<file path="config.mk">
export PLATFORM = sky130hd
export DESIGN_NAME = irq_flag_unit
export DESIGN_NICKNAME = d
export VERILOG_FILES = /design/src/rtl/irq_flag_pkg.sv /design/src/rtl/irq_sync.sv /design/src/rtl/irq_flag_ctrl.sv /design/src/rtl/irq_flag_dp.sv /design/src/rtl/irq_flag_unit.sv
export SDC_FILE = /design/constraint.sdc
export NUM_CORES = 1
export LEC_CHECK = 0
export BUFFER_PORTS_ARGS = -buffer_cell sky130_fd_sc_hd__buf_2
export CAP_MARGIN = 20
export CORE_MARGIN = 2
export CORE_UTILIZATION = 26
export DETAILED_ROUTE_END_ITERATION = 8
export PLACE_DENSITY_LB_ADDON = 0.2
export REMOVE_ABC_BUFFERS = 1
export SLEW_MARGIN = 20
export SYNTH_ARGS = -nofsm -noshare
export SYNTH_HDL_FRONTEND = slang
export SYNTH_SLANG_ARGS = --single-unit
</file>
<file path="constraint.sdc">
create_clock -name clk -period 1.22 [get_ports clk]
set_clock_uncertainty 0.15 [all_clocks]
set_input_delay 0.183 -clock clk [delete_from_list [all_inputs] [get_ports clk]]
set_output_delay 0.183 -clock clk [all_outputs]
set_load 0.02 [all_outputs]
</file>
<file path="src/rtl/irq_flag_pkg.sv">
package irq_flag_pkg;
  localparam int REG_W   = 8;
  localparam int PORT_W  = 4;
  localparam int NUM_SRC = 3;

  // source index order: port change, external pin, timer
  localparam int SRC_PORT = 0;
  localparam int SRC_EXT  = 1;
  localparam int SRC_TMR  = 2;

  localparam int FLAG_BIT [NUM_SRC] = '{0, 1, 2};
  localparam int EN_BIT   [NUM_SRC] = '{3, 4, 5};
  localparam int GIE_BIT  = 7;
  localparam int EDGE_BIT = 6;

  typedef struct packed {
    logic [NUM_SRC-1:0] setSrc;
    logic               wrCtrl;
    logic               wrOpt;
  } irqStrobes_t;
endpackage

</file>
<file path="src/rtl/irq_sync.sv">
module irq_sync #(
  parameter int WIDTH  = 1,
  parameter int STAGES = 2
) (
  input  logic             clk,
  input  logic             rstN,
  input  logic [WIDTH-1:0] d,
  output logic [WIDTH-1:0] q
);
  logic [WIDTH-1:0] stage [STAGES];

  for (genvar g = 0; g < STAGES; g++) begin : g_stage
    if (g == 0) begin : g_first
      always_ff @(posedge clk or negedge rstN)
        if (!rstN) stage[g] <= '0;
        else       stage[g] <= d;
    end else begin : g_next
      always_ff @(posedge clk or negedge rstN)
        if (!rstN) stage[g] <= '0;
        else       stage[g] <= stage[g-1];
    end
  end

  assign q = stage[STAGES-1];
endmodule

</file>
<file path="src/rtl/irq_flag_ctrl.sv">
module irq_flag_ctrl
  import irq_flag_pkg::*;
#(
  parameter int SYNC_STAGES = 2
) (
  input  logic              clk,
  input  logic              rstN,
  input  logic              extPin,
  input  logic [PORT_W-1:0] portPins,
  input  logic              portRdStb,
  input  logic              tmrOverflow,
  input  logic              regSel,
  input  logic              regWrEn,
  input  logic              edgeRising,
  output irqStrobes_t       strobes
);
  logic              extSync;
  logic              extPrev;
  logic [PORT_W-1:0] portSync;
  logic [PORT_W-1:0] portCopy;
  logic              extHit;
  logic              portHit;

  irq_sync #(.WIDTH(1), .STAGES(SYNC_STAGES)) u_extSync (
    .clk(clk), .rstN(rstN), .d(extPin), .q(extSync)
  );

  irq_sync #(.WIDTH(PORT_W), .STAGES(SYNC_STAGES)) u_portSync (
    .clk(clk), .rstN(rstN), .d(portPins), .q(portSync)
  );

  always_ff @(posedge clk or negedge rstN)
    if (!rstN) extPrev <= 1'b0;
    else       extPrev <= extSync;

  always_ff @(posedge clk or negedge rstN)
    if (!rstN)          portCopy <= '0;
    else if (portRdStb) portCopy <= portSync;

  always_comb begin
    if (edgeRising) extHit = extSync & ~extPrev;
    else            extHit = ~extSync & extPrev;
    portHit = |(portSync ^ portCopy);
  end

  always_comb begin
    strobes                  = '0;
    strobes.setSrc[SRC_PORT] = portHit;
    strobes.setSrc[SRC_EXT]  = extHit;
    strobes.setSrc[SRC_TMR]  = tmrOverflow;
    strobes.wrCtrl           = regWrEn & ~regSel;
    strobes.wrOpt            = regWrEn & regSel;
  end
endmodule

</file>
<file path="src/rtl/irq_flag_dp.sv">
module irq_flag_dp
  import irq_flag_pkg::*;
(
  input  logic             clk,
  input  logic             rstN,
  input  irqStrobes_t      strobes,
  input  logic             regSel,
  input  logic [REG_W-1:0] regWrData,
  input  logic             sleeping,
  output logic [REG_W-1:0] regRdData,
  output logic [REG_W-1:0] ctrlReg,
  output logic             edgeRising,
  output logic             irqReq,
  output logic             wakeUp
);
  logic [NUM_SRC-1:0] flagQ;
  logic [NUM_SRC-1:0] enQ;
  logic               gieQ;
  logic [NUM_SRC-1:0] pending;

  for (genvar s = 0; s < NUM_SRC; s++) begin : g_src
    always_ff @(posedge clk or negedge rstN)
      if (!rstN) begin
        flagQ[s] <= 1'b0;
        enQ[s]   <= 1'b0;
      end else begin
        if (strobes.wrCtrl) begin
          enQ[s]   <= regWrData[EN_BIT[s]];
          flagQ[s] <= regWrData[FLAG_BIT[s]] | strobes.setSrc[s];
        end else if (strobes.setSrc[s]) begin
          flagQ[s] <= 1'b1;
        end
      end
    assign pending[s] = flagQ[s] & enQ[s];
  end

  always_ff @(posedge clk or negedge rstN)
    if (!rstN)               gieQ <= 1'b0;
    else if (strobes.wrCtrl) gieQ <= regWrData[GIE_BIT];

  always_ff @(posedge clk or negedge rstN)
    if (!rstN)              edgeRising <= 1'b1;
    else if (strobes.wrOpt) edgeRising <= regWrData[EDGE_BIT];

  always_comb begin
    ctrlReg = '0;
    ctrlReg[GIE_BIT] = gieQ;
    for (int s = 0; s < NUM_SRC; s++) begin
      ctrlReg[FLAG_BIT[s]] = flagQ[s];
      ctrlReg[EN_BIT[s]]   = enQ[s];
    end
  end

  always_comb begin
    regRdData = '0;
    if (regSel) regRdData[EDGE_BIT] = edgeRising;
    else        regRdData = ctrlReg;
  end

  assign irqReq = gieQ & (|pending);
  assign wakeUp = sleeping & (|pending);
endmodule

</file>
<file path="src/rtl/irq_flag_unit.sv">
module irq_flag_unit
  import irq_flag_pkg::*;
#(
  parameter int SYNC_STAGES = 2
) (
  input  logic              clk,
  input  logic              rstN,
  input  logic              extPin,
  input  logic [PORT_W-1:0] portPins,
  input  logic              portRdStb,
  input  logic              tmrOverflow,
  input  logic              sleeping,
  input  logic              regSel,
  input  logic              regWrEn,
  input  logic [REG_W-1:0]  regWrData,
  output logic [REG_W-1:0]  regRdData,
  output logic              irqReq,
  output logic              wakeUp
);
  irqStrobes_t      strobes;
  logic             edgeRising;
  logic [REG_W-1:0] ctrlReg;

  irq_flag_ctrl #(.SYNC_STAGES(SYNC_STAGES)) u_ctrl (
    .clk(clk), .rstN(rstN), .extPin(extPin), .portPins(portPins),
    .portRdStb(portRdStb), .tmrOverflow(tmrOverflow), .regSel(regSel),
    .regWrEn(regWrEn), .edgeRising(edgeRising), .strobes(strobes)
  );

  irq_flag_dp u_dp (
    .clk(clk), .rstN(rstN), .strobes(strobes), .regSel(regSel),
    .regWrData(regWrData), .sleeping(sleeping), .regRdData(regRdData),
    .ctrlReg(ctrlReg), .edgeRising(edgeRising), .irqReq(irqReq),
    .wakeUp(wakeUp)
  );
endmodule

</file>
# ---- After elaboration in Yosys (flattened, before gate mapping)
# Index checks and enable logic that the tools add are counted.
dict set report word_totals {
  regBits 23
  input_bits 20
  output_inout_bits 10
  wordCells 45
}
dict set report classes {
  mux 10
  bitwise 16
  reduce_logical 5
}
# op n
set ops {}
lappend ops {{$and 1x1->1} 9}
lappend ops {{$mux 1} 9}
lappend ops {{$mux 6} 1}
lappend ops {{$reduce_bool 2->1} 3}
lappend ops {{$reduce_or 4->1} 1}
lappend ops {{$xor 4x4->4} 1}
lappend ops {{$not 1->1} 3}
lappend ops {{$or 1x1->1} 3}
lappend ops {{$reduce_or 3->1} 1}

# ---- Logic depth before layout (Yosys ltp)
# Gate-level depths: netlist of the first run.
dict set report logic_depth {
  ltp_word 5
  depth_mapped 4
  depth_no_buf 3
}

# ---- By module
# From an unflattened synthesis of the first run, not the netlist that was laid out.
dict set report hier_totals {
  hier_cells 70
  hier_area_um2 970.9
}
# mod n_inst cells_each area_per_inst_um2 seq_area_each_um2
set modules_own_cells {}
lappend modules_own_cells {irq_flag_dp 1 34 427.9 201.4}
lappend modules_own_cells {irq_flag_ctrl 1 22 262.8 125.1}
lappend modules_own_cells {{irq_sync (u_ctrl.u_portSync)} 1 12 230.2 200.2}
lappend modules_own_cells {{irq_sync (u_ctrl.u_extSync)} 1 2 50.0 50.0}

# ---- Worst setup path after synthesis of the first run
# OpenSTA, ideal clock, no wires.
dict set report synth_timing {
  path_type {flip-flop to output port}
  from {register u_dp.enQ[0], in the netlist u_dp.ctrlReg[3]}
  to {output irqReq}
  arrival_ns 0.905
  t_required_ns 0.887
  setup_slack_ns -0.018
  path_stages_with_launch 3
  path_buffers 0
  path_cell_list {dfrtp_1 -> a222oi_1 -> nor2b_1}
}
dict set report synth_between {
  elab_chain_len 3
}
# element line_no
set synth_lines {}
lappend synth_lines {{from (decl)} irq_flag_dp.sv:17} ;# logic [NUM_SRC-1:0] enQ;
lappend synth_lines {{from (signal, indexed assignment)} irq_flag_dp.sv:28} ;# enQ[s] <= regWrData[EN_BIT[s]];
lappend synth_lines {{$and 1x1->1} irq_flag_dp.sv:34} ;# assign pending[s] = flagQ[s] & enQ[s];
lappend synth_lines {{$reduce_or 3->1} irq_flag_dp.sv:60} ;# assign irqReq = gieQ & (|pending);
lappend synth_lines {{$and 1x1->1} irq_flag_dp.sv:60}
lappend synth_lines {{to (decl)} irq_flag_unit.sv:17} ;# output logic irqReq,
# No other way between the ends.

# ---- Worst setup path after layout of the first run
dict set report layout_timing {
  from {register u_dp.flagQ[0], in the netlist u_dp.ctrlReg[0]}
  to {output wakeUp}
}
dict set report layout_between {
  elab_chain_len 3
}
# element line_no
set layout_lines {}
lappend layout_lines {{from (decl)} irq_flag_dp.sv:16} ;# logic [NUM_SRC-1:0] flagQ;
lappend layout_lines {{from (signal, indexed assignment)} irq_flag_dp.sv:29} ;# flagQ[s] <= regWrData[FLAG_BIT[s]] | strobes.setSrc[s];
lappend layout_lines {{$and 1x1->1} irq_flag_dp.sv:34}
lappend layout_lines {{$reduce_or 3->1} irq_flag_dp.sv:61} ;# assign wakeUp = sleeping & (|pending);
lappend layout_lines {{$and 1x1->1} irq_flag_dp.sv:61}
lappend layout_lines {{to (decl)} irq_flag_unit.sv:18} ;# output logic wakeUp
# No other way between the ends.

==> results of run 1 <==
[cells in the mapped netlist (all sizes together)]
library cell	number	area, um^2
dfrtp	22	551
mux2	9	116
and2b	7	61.3
nand2	4	15.0
nor2b	4	30.0
xor2	4	35.0
mux2i	2	20.0
a211o	1	8.76
a222oi	1	10.0
and2	1	7.51
buf	1	11.3
dfstp	1	26.3
nor2	1	3.75
nor4	1	6.26
o211ai	1	7.51
[path summary, 6_finish.rpt]
path | slack, ns | startpoint | end | cells past startpoint
worst max register to register | 0.02 | u_ctrl.u_portSync.q[2] | u_dp.ctrlReg[0] | 3
worst max-delay path | -0.49 | u_dp.ctrlReg[0] | wakeUp | 3
worst min-delay path | 0.03 | portRdStb | u_ctrl.portCopy[1] | 2
max in group asynchronous | 0.34 | rstN | u_dp.edgeRising | 2
min in group asynchronous | 0.22 | rstN | u_dp.gieQ | 2
worst min register to register | 0.21 | u_ctrl.u_portSync.stage[6] | u_ctrl.u_portSync.q[2] | 0
[worst reg2reg max path, stage by stage (launching register included)]
cell     delay [ns]
dfrtp_1        0.41
xor2_1         0.16
nor4_1         0.30
nand2_1        0.07
[logic make-up (layout without fill, tap and decap cells)]
group | count (synthesis) | count (layout) | share of synthesized area [%]
DFF | 23 | 23 | 63.4
and+or+nand+nor | 18 | 18 | 13.6
muxes | 11 | 11 | 15.0
buffers and inverters | 1 | 57 | 1.24
xor gates and xnor gates | 4 | 4 | 3.85
AOI/OAI and AO/OA | 3 | 3 | 2.89
[cell type report]
cell class                 instances  area share [%]
timing repair buffer              53            30.7
tap                               46            4.05
multi-input combinational         36            22.7
sequential                        23            40.6
clock inverter                     1           0.352
clock buffer                       3            1.58
[registers in the layout (all words and copies together) (netlist names)]
name                     count
u_ctrl.extPrev               1
u_dp.ctrlReg                 6
u_ctrl.u_extSync.q           1
u_dp.gieQ                    1
u_ctrl.portCopy              4
u_ctrl.u_extSync.stage       1
u_ctrl.u_portSync.q          4
u_dp.edgeRising              1
u_ctrl.u_portSync.stage      4
[where the power goes]
part | total, mW | internal (mW) | switching (mW)
sequential | 0.864 | 0.829 | 0.0358
clock | 0.344 | 0.122 | 0.222
combinational | 0.398 | 0.243 | 0.154
total | 1.61 | 1.19 | 0.412
[what timing repair did]
action | 4_1_cts | 5_1_grt
gates resized for setup | 19 | 3
setup buffers | 1 | 2
endpoints found under the setup margin | 10 | 12
hold buffers | 15 | 0
pin swaps | 2 | 3
hold endpoints to repair | 35 | 0
[layout by cell type (no fill, tap or decap)]
cell type	n
dlygate4sd3_1	15
nor4_1	1
dfrtp_1	22
nor2b_1	2
nor2_1	1
mux2i_1	2
o211ai_1	1
a211o_1	1
buf_6	11
clkinv_2	1
a222oi_1	1
buf_12	1
nand2_1	4
clkbuf_4	3
mux2_2	5
xor2_1	4
nor2b_2	2
dfstp_2	1
and2_4	1
mux2_4	4
buf_4	5
and2b_2	7
buf_2	21
[routing by layer]
layer  vias to the layer above  routed length [um]  share of wire, %  GRT usage (%)
met2                        11                 868                51           17.0
met4                         0                  17              0.99           5.00
met1                       313                 778                45           12.7
li1                        314                   -                 -              -
met5                         -                   0                 0              0
met3                         2                  51               3.0           2.68
[stage by stage]
step	hold WS (ns)	std cells	setup slack (ns)
after floorplan	-0.263	59	-0.0184
after global placement	0.0230	142	-0.142
after detailed placement	0.0403	142	-0.170
after CTS	0.0175	162	-0.534
after global routing	0.00716	162	-0.612
final	0.0333	162	-0.489
==> flow_summary.json, run 1 <==
{
  "status": "complete, but fails checks",
  "violations": "negative setup slack",
  "antenna_found_initial": 0,
  "ir_worst_vdd_v": 0.000429,
  "path_cells": "a222oi_1 > nor2b_1 > buf_2",
  "vias": 640,
  "dpl-instance-area_um2": 1170,
  "syn-cell-area_um2": 910,
  "finalWorstSetupSlack_ns": -0.489,
  "setup_violations": 10,
  "critPathBufInv": 1,
  "cts_buffers": 3,
  "port_buffers": 29,
  "cap_violations": 0,
  "hold_viol_final": 0,
  "min_period_over_period_pct": 140,
  "slowest_delay_ns": 0.43,
  "drc": 0,
  "wl_per_cell_um": 10.6,
  "path_clk_slew_ns": 0.12,
  "hold_path_class": "input pin to flop",
  "syn_area_per_cell_um2": 15.2,
  "fmax_ghz": 0.585,
  "num_io_pins": 30,
  "synth_warnings": 0,
  "cts_sinks": 23,
  "fp.dieW_um": 63.2,
  "cp_data_arrival_time_ns": 1.38,
  "ys_seq_area_share_pct": 63.4,
  "critPathTopFamily": "compound AO/OA/AOI/OAI gates",
  "drt_iter0_markers": 18,
  "nets": 137,
  "crit_path_end_kind": "output port",
  "period_needed_ns": 1.71,
  "rsz0062_at_grt": "yes",
  "root_buffer": "clkbuf_4",
  "cp-start-kind": "flop",
  "synthToLayoutAreaGrowth_pct": 56.3,
  "p_leak_nw": 0.663,
  "synth-seq-cells": 23,
  "final.setup.tns_ns": -2.88,
  "cp.required_ns": 0.89,
  "num_rows": 21,
  "gp_congestion": 0.713,
  "firstDrtPassIters": 4,
  "routed_wl_um": 1720,
  "coreArea_um2": 3340,
  "grt_pass1_vias": 706,
  "grtUsageTotal_pct": 10.4,
  "cts_tree": "yes",
  "crit_type": "flop to output port",
  "fin_util_pct": 42.6,
  "powerDensity_nw_per_um2": 1130,
  "finalInstanceArea_um2": 1420,
  "postRouteAntennaNets": 0,
  "grt_pass1_wl_um": 3180,
  "n_fill_cell": 327,
  "antenna_cells": 0,
  "start_util_pct": 27.3,
  "fin_total_pwr_mw": 1.61,
  "multi_input_area_um2": 323,
  "regArea_um2": 577,
  "vias_per_cell": 3.95,
  "synth_cells": 60,
  "die-area_um2": 3990,
  "cts_buffer_depth": 2,
  "grt_overflow": 0,
  "dp_hpwl_um": 1130,
  "worstMarginPinSlew_ns": 0.519,
  "slew_headroom_pct": 65.4,
  "cp_max_fo": 2,
  "layout-drive-gt1-share_pct": 53.4,
  "die_y_um": 63.2,
  "clk_latency_ns": 0.31,
  "grt_max_degree": 24,
  "slowest_stage": "a222oi_1",
  "final_max_slew_viol_count": 0,
  "cts_max_level": 1,
  "yosysUniqueCellTypes": 17
}
Note: power is estimated with default switching activity, not from simulation.
==> run 2: changes to the inputs <==
--- a/config.mk
+++ b/config.mk
@@ -5,12 +5,15 @@
 export SDC_FILE = /design/constraint.sdc
 export NUM_CORES = 1
 export LEC_CHECK = 0
+export ABC_CLOCK_PERIOD_IN_PS = 1220
 export BUFFER_PORTS_ARGS = -buffer_cell sky130_fd_sc_hd__buf_2
 export CAP_MARGIN = 20
+export CELL_PAD_IN_SITES_DETAIL_PLACEMENT = 0
+export CELL_PAD_IN_SITES_GLOBAL_PLACEMENT = 2
 export CORE_MARGIN = 2
 export CORE_UTILIZATION = 26
 export DETAILED_ROUTE_END_ITERATION = 8
-export PLACE_DENSITY_LB_ADDON = 0.2
+export PLACE_DENSITY = 0.74
 export REMOVE_ABC_BUFFERS = 1
 export SLEW_MARGIN = 20
 export SYNTH_ARGS = -nofsm -noshare
==> flow_summary.json, run 2 (synthesized netlist as in run 1, its figures left out) <==
{
  "slew_headroom_pct": 67.4,
  "num_io_pins": 30,
  "ir_worst_vdd_v": 0.000456,
  "cp.required_ns": 0.89,
  "mostFrequentLayoutCells": "22 x dfrtp_1, 21 x buf_2, 15 x dlygate4sd3_1, 14 x buf_6, 7 x and2b_2",
  "clk_latency_ns": 0.30,
  "cts_tree": "yes",
  "num_rows": 21,
  "fmax_ghz": 0.594,
  "p_leak_nw": 0.681,
  "drt_iter0_markers": 3,
  "grt_max_degree": 24,
  "vias": 644,
  "layout-drive-gt1-share_pct": 54.6,
  "largest_reg_flops": 6,
  "final_max_slew_viol_count": 0,
  "root_buffer": "clkbuf_4",
  "postRouteAntennaNets": 0,
  "pre_cts_ws_ns": -0.146,
  "antenna_cells": 0,
  "grt_overflow": 0,
  "antenna_found_initial": 0,
  "status": "complete, but fails checks",
  "final.setup.tns_ns": -2.90,
  "path_clk_slew_ns": 0.12,
  "cts_buffers": 3,
  "finalWorstSetupSlack_ns": -0.463,
  "cp_max_fo": 2,
  "hold_path_class": "input pin to flop",
  "crit_path_end_kind": "output port",
  "drc": 0,
  "cp_data_arrival_time_ns": 1.35,
  "gp_congestion": 0.689,
  "cap_violations": 0,
  "min_period_over_period_pct": 138,
  "final_common_cell": "dfrtp_1",
  "cts_max_level": 1,
  "grtUsageTotal_pct": 9.24,
  "grt_pass1_wl_um": 2840,
  "crit_type": "flop to output port",
  "routed_wl_um": 1660,
  "firstDrtPassIters": 4,
  "fp.dieW_um": 63.2,
  "cts_sinks": 23,
  "cp-start-kind": "flop",
  "die-area_um2": 3990,
  "worstMarginPinSlew_ns": 0.488,
  "cts_buffer_depth": 2,
  "die_y_um": 63.2,
  "grt_pass1_vias": 644,
  "coreArea_um2": 3340,
  "wl_per_cell_um": 10.1,
  "dp_hpwl_um": 1220,
  "synthToLayoutAreaGrowth_pct": 60.0,
  "vias_per_cell": 3.90,
  "hold_viol_final": 0,
  "violations": "negative setup slack",
  "rsz0062_at_grt": "yes",
  "port_buffers": 29,
  "period_needed_ns": 1.68,
  "start_util_pct": 27.3,
  "powerDensity_nw_per_um2": 1120,
  "setup_violations": 11,
  "nets": 140
}
==> run 2: cell count changes in the layout (fill, tap and decap cells not counted), sizes merged <==
cell / change
buf: +3
==> run 2: critical path, stage by stage (launching register included) <==
cell and delay [ns]:
dfrtp_1 0.41, a222oi_1 0.39, nor2b_1 0.08, buf_2 0.17
==> run 2: power breakdown <==
group | internal, mW | switching [mW]
sequential | 0.829 | 0.0380
clock | 0.122 | 0.208
combinational | 0.269 | 0.159
==> run 2: path summary, 6_finish.rpt <==
path | from | cells after the start | slack (ns) | end
setup / recovery | u_dp.ctrlReg[4] | 3 | -0.46 | irqReq
hold / removal | portRdStb | 2 | 0.04 | u_ctrl.portCopy[1]
setup reg to reg | u_dp.ctrlReg[4] | 4 | -0.02 | u_dp.ctrlReg[4]
hold reg to reg | u_ctrl.u_portSync.stage[7] | 0 | 0.21 | u_ctrl.u_portSync.q[3]
max in group asynchronous | rstN | 2 | 0.35 | u_dp.edgeRising
min in group asynchronous | rstN | 2 | 0.21 | u_ctrl.u_portSync.q[2]
==> run 2: layer usage <==
layer	part of all wire, %	vias to the layer above	GRT usage, %
met5	0	-	0
met4	1.4	0	5.00
met2	50	15	14.9
met1	43	307	11.2
li1	-	320	-
met3	5.1	2	2.50
==> run 2: per-stage QoR <==
stage	hold slack, ns	instances	power, mW	utilization (%)	instance area, um^2
floorplan	-0.263	59	1.04	-	898
global placement	0.0258	142	1.19	35.2	1170
detailed placement	0.0380	142	1.19	35.2	1170
CTS	0.0219	162	1.63	42.5	1420
global route	0.0156	165	1.73	43.6	1460
finish	0.0383	165	1.62	43.6	1460
==> run 2: repair_timing <==
action | in CTS | in global routing
setup endpoints to repair | 11 | 12
hold buffers | 15 | 0
endpoints found under the hold margin | 35 | 0
pin swaps | 3 | 0
buffers inserted | 1 | 6
resized for setup | 19 | 5
==> run 2: cell type report <==
| class | count | area [um^2] |
|---|---|---|
| Fill cell | 333 | 1880 |
| Clock buffer | 3 | 22.5 |
| Tap cell | 46 | 57.6 |
| Timing Repair Buffer | 56 | 470 |
| Multi-Input combinational cell | 36 | 323 |
| Sequential cell | 23 | 577 |
| Clock inverter | 1 | 5.00 |
==> run 3: changes to the inputs <==
--- a/config.mk
+++ b/config.mk
@@ -6,7 +6,7 @@
 export NUM_CORES = 1
 export LEC_CHECK = 0
 export ABC_CLOCK_PERIOD_IN_PS = 1220
-export BUFFER_PORTS_ARGS = -buffer_cell sky130_fd_sc_hd__buf_2
+export BUFFER_PORTS_ARGS = -buffer_cell sky130_fd_sc_hd__buf_4
 export CAP_MARGIN = 20
 export CELL_PAD_IN_SITES_DETAIL_PLACEMENT = 0
 export CELL_PAD_IN_SITES_GLOBAL_PLACEMENT = 2
@@ -15,6 +15,7 @@
 export DETAILED_ROUTE_END_ITERATION = 8
 export PLACE_DENSITY = 0.74
 export REMOVE_ABC_BUFFERS = 1
+export SKIP_LAST_GASP = 1
 export SLEW_MARGIN = 20
 export SYNTH_ARGS = -nofsm -noshare
 export SYNTH_HDL_FRONTEND = slang
==> flow_summary.json, run 3 (synthesized netlist as in run 1, its figures left out) <==
{
  "path_clk_slew_ns": 0.11,
  "period_needed_ns": 1.73,
  "dpl-instance-area_um2": 1250,
  "placed_cells": 142,
  "crit_type": "flop to output port",
  "drt_iter0_markers": 17,
  "cts_tree": "yes",
  "finalInstanceArea_um2": 1510,
  "n_fill_cell": 317,
  "cts_buffer_depth": 2,
  "root_buffer": "clkbuf_4",
  "num_io_pins": 30,
  "die-area_um2": 3990,
  "drc": 0,
  "die_y_um": 63.2,
  "rsz0062_at_grt": "yes",
  "vias_per_cell": 3.91,
  "postRouteAntennaNets": 0,
  "cp_data_arrival_time_ns": 1.39,
  "instances_no_fill": 166,
  "cp.required_ns": 0.89,
  "crit_path_end_kind": "output port",
  "firstDrtPassIters": 4,
  "layout-drive-gt1-share_pct": 53.3,
  "violations": "negative setup slack",
  "pre_cts_ws_ns": -0.155,
  "powerDensity_nw_per_um2": 1080,
  "coreArea_um2": 3340,
  "final_common_cell": "buf_4",
  "status": "complete, but fails checks",
  "slew_headroom_pct": 73.1,
  "cts_sinks": 23,
  "p_leak_nw": 0.699,
  "ir_worst_vdd_v": 0.000483,
  "cts_max_level": 1,
  "grt_overflow": 0,
  "routed_wl_um": 1650,
  "start_util_pct": 27.3,
  "hold_viol_final": 0,
  "setup_violations": 11,
  "fp.dieW_um": 63.2,
  "finalWorstSetupSlack_ns": -0.507,
  "final_max_slew_viol_count": 0,
  "antenna_found_initial": 0,
  "hold_path_class": "input pin to flop",
  "grt_pass1_wl_um": 2820,
  "antenna_cells": 0,
  "num_rows": 21,
  "nets": 141,
  "gp_congestion": 0.705,
  "final.setup.tns_ns": -2.87,
  "vias": 649,
  "fmax_ghz": 0.579,
  "clk_latency_ns": 0.30,
  "mostFrequentLayoutCells": "27 x buf_4, 22 x dfrtp_1, 16 x dlygate4sd3_1, 13 x buf_6, 7 x and2b_2",
  "grt_pass1_vias": 636,
  "wl_per_cell_um": 9.96,
  "min_period_over_period_pct": 142,
  "port_buffers": 29,
  "largest_reg_flops": 6,
  "cap_violations": 0,
  "cp_max_fo": 2,
  "synthToLayoutAreaGrowth_pct": 66.3,
  "grt_max_degree": 24,
  "worstMarginPinSlew_ns": 0.404,
  "fin_util_pct": 45.3,
  "cts_buffers": 3,
  "cp-start-kind": "flop",
  "grtUsageTotal_pct": 9.24
}
## run 3: changes by cell type in the layout (fill, tap and decap cells not counted)
cell	before	now
buf_6	14	13
clkbuf_1	0	1
clkinv_2	1	0
dlygate4sd3_1	15	16
buf_4	5	27
buf_2	21	0
## run 3: final timing paths
| path | start | endpoint | slack (ns) | cells past startpoint |
|---|---|---|---|---|
| worst max-delay path | u_dp.ctrlReg[3] | wakeUp | -0.51 | 3 |
| worst min-delay path | regWrEn | u_dp.edgeRising | 0.06 | 3 |
| worst max register to register | u_ctrl.u_portSync.q[1] | u_dp.ctrlReg[0] | 0 | 3 |
| worst min register to register | u_ctrl.u_portSync.stage[7] | u_ctrl.u_portSync.q[3] | 0.21 | 0 |
| max in group asynchronous | rstN | u_dp.edgeRising | 0.50 | 2 |
| min in group asynchronous | rstN | u_ctrl.portCopy[1] | 0.14 | 2 |
## run 3: final cells by class
cell class                 count  area, um^2  area share [%]
sequential                    23         577            38.1
timing repair buffer          57         529            35.0
multi-input combinational     36         323            21.3
tap                           46        57.6            3.80
clock buffer                   4        26.3            1.74
## run 3: per-stage QoR
stage                     hold WS [ns]  total power [mW]
after floorplan                 -0.263              1.04
final                           0.0606              1.64
after global routing            0.0495              1.75
after detailed placement       -0.0609              1.23
after global placement         -0.0623              1.22
after CTS                       0.0476              1.65
## run 3: timing repair
action	in CTS	in global routing
gates resized for setup	12	2
pin swaps	4	3
setup endpoints to repair	11	11
setup buffers	3	3
hold buffers	16	0
endpoints found under the hold margin	37	0
## run 3: layer usage
metal / vias up / track usage, % / share of wire, %
li1: 321 / - / -
met5: - / 0 / 0
met2: 15 / 13.8 / 47
met1: 311 / 11.8 / 47
met3: 2 / 2.50 / 4.7
met4: 0 / 5.83 / 1.2
## run 3: report_power, final
| group | switching, mW | internal (mW) | leakage (nW) |
|---|---|---|---|
| combinational | 0.160 | 0.283 | 0.423 |
| clock | 0.202 | 0.127 | 0.0150 |
| sequential | 0.0374 | 0.829 | 0.261 |
| total | 0.399 | 1.24 | 0.699 |
## run 3: worst max-delay path, cell delays in order (launching register included)
cell      delay (ns)
dfrtp_1         0.40
a222oi_1        0.44
nor2b_1         0.09
buf_4           0.17
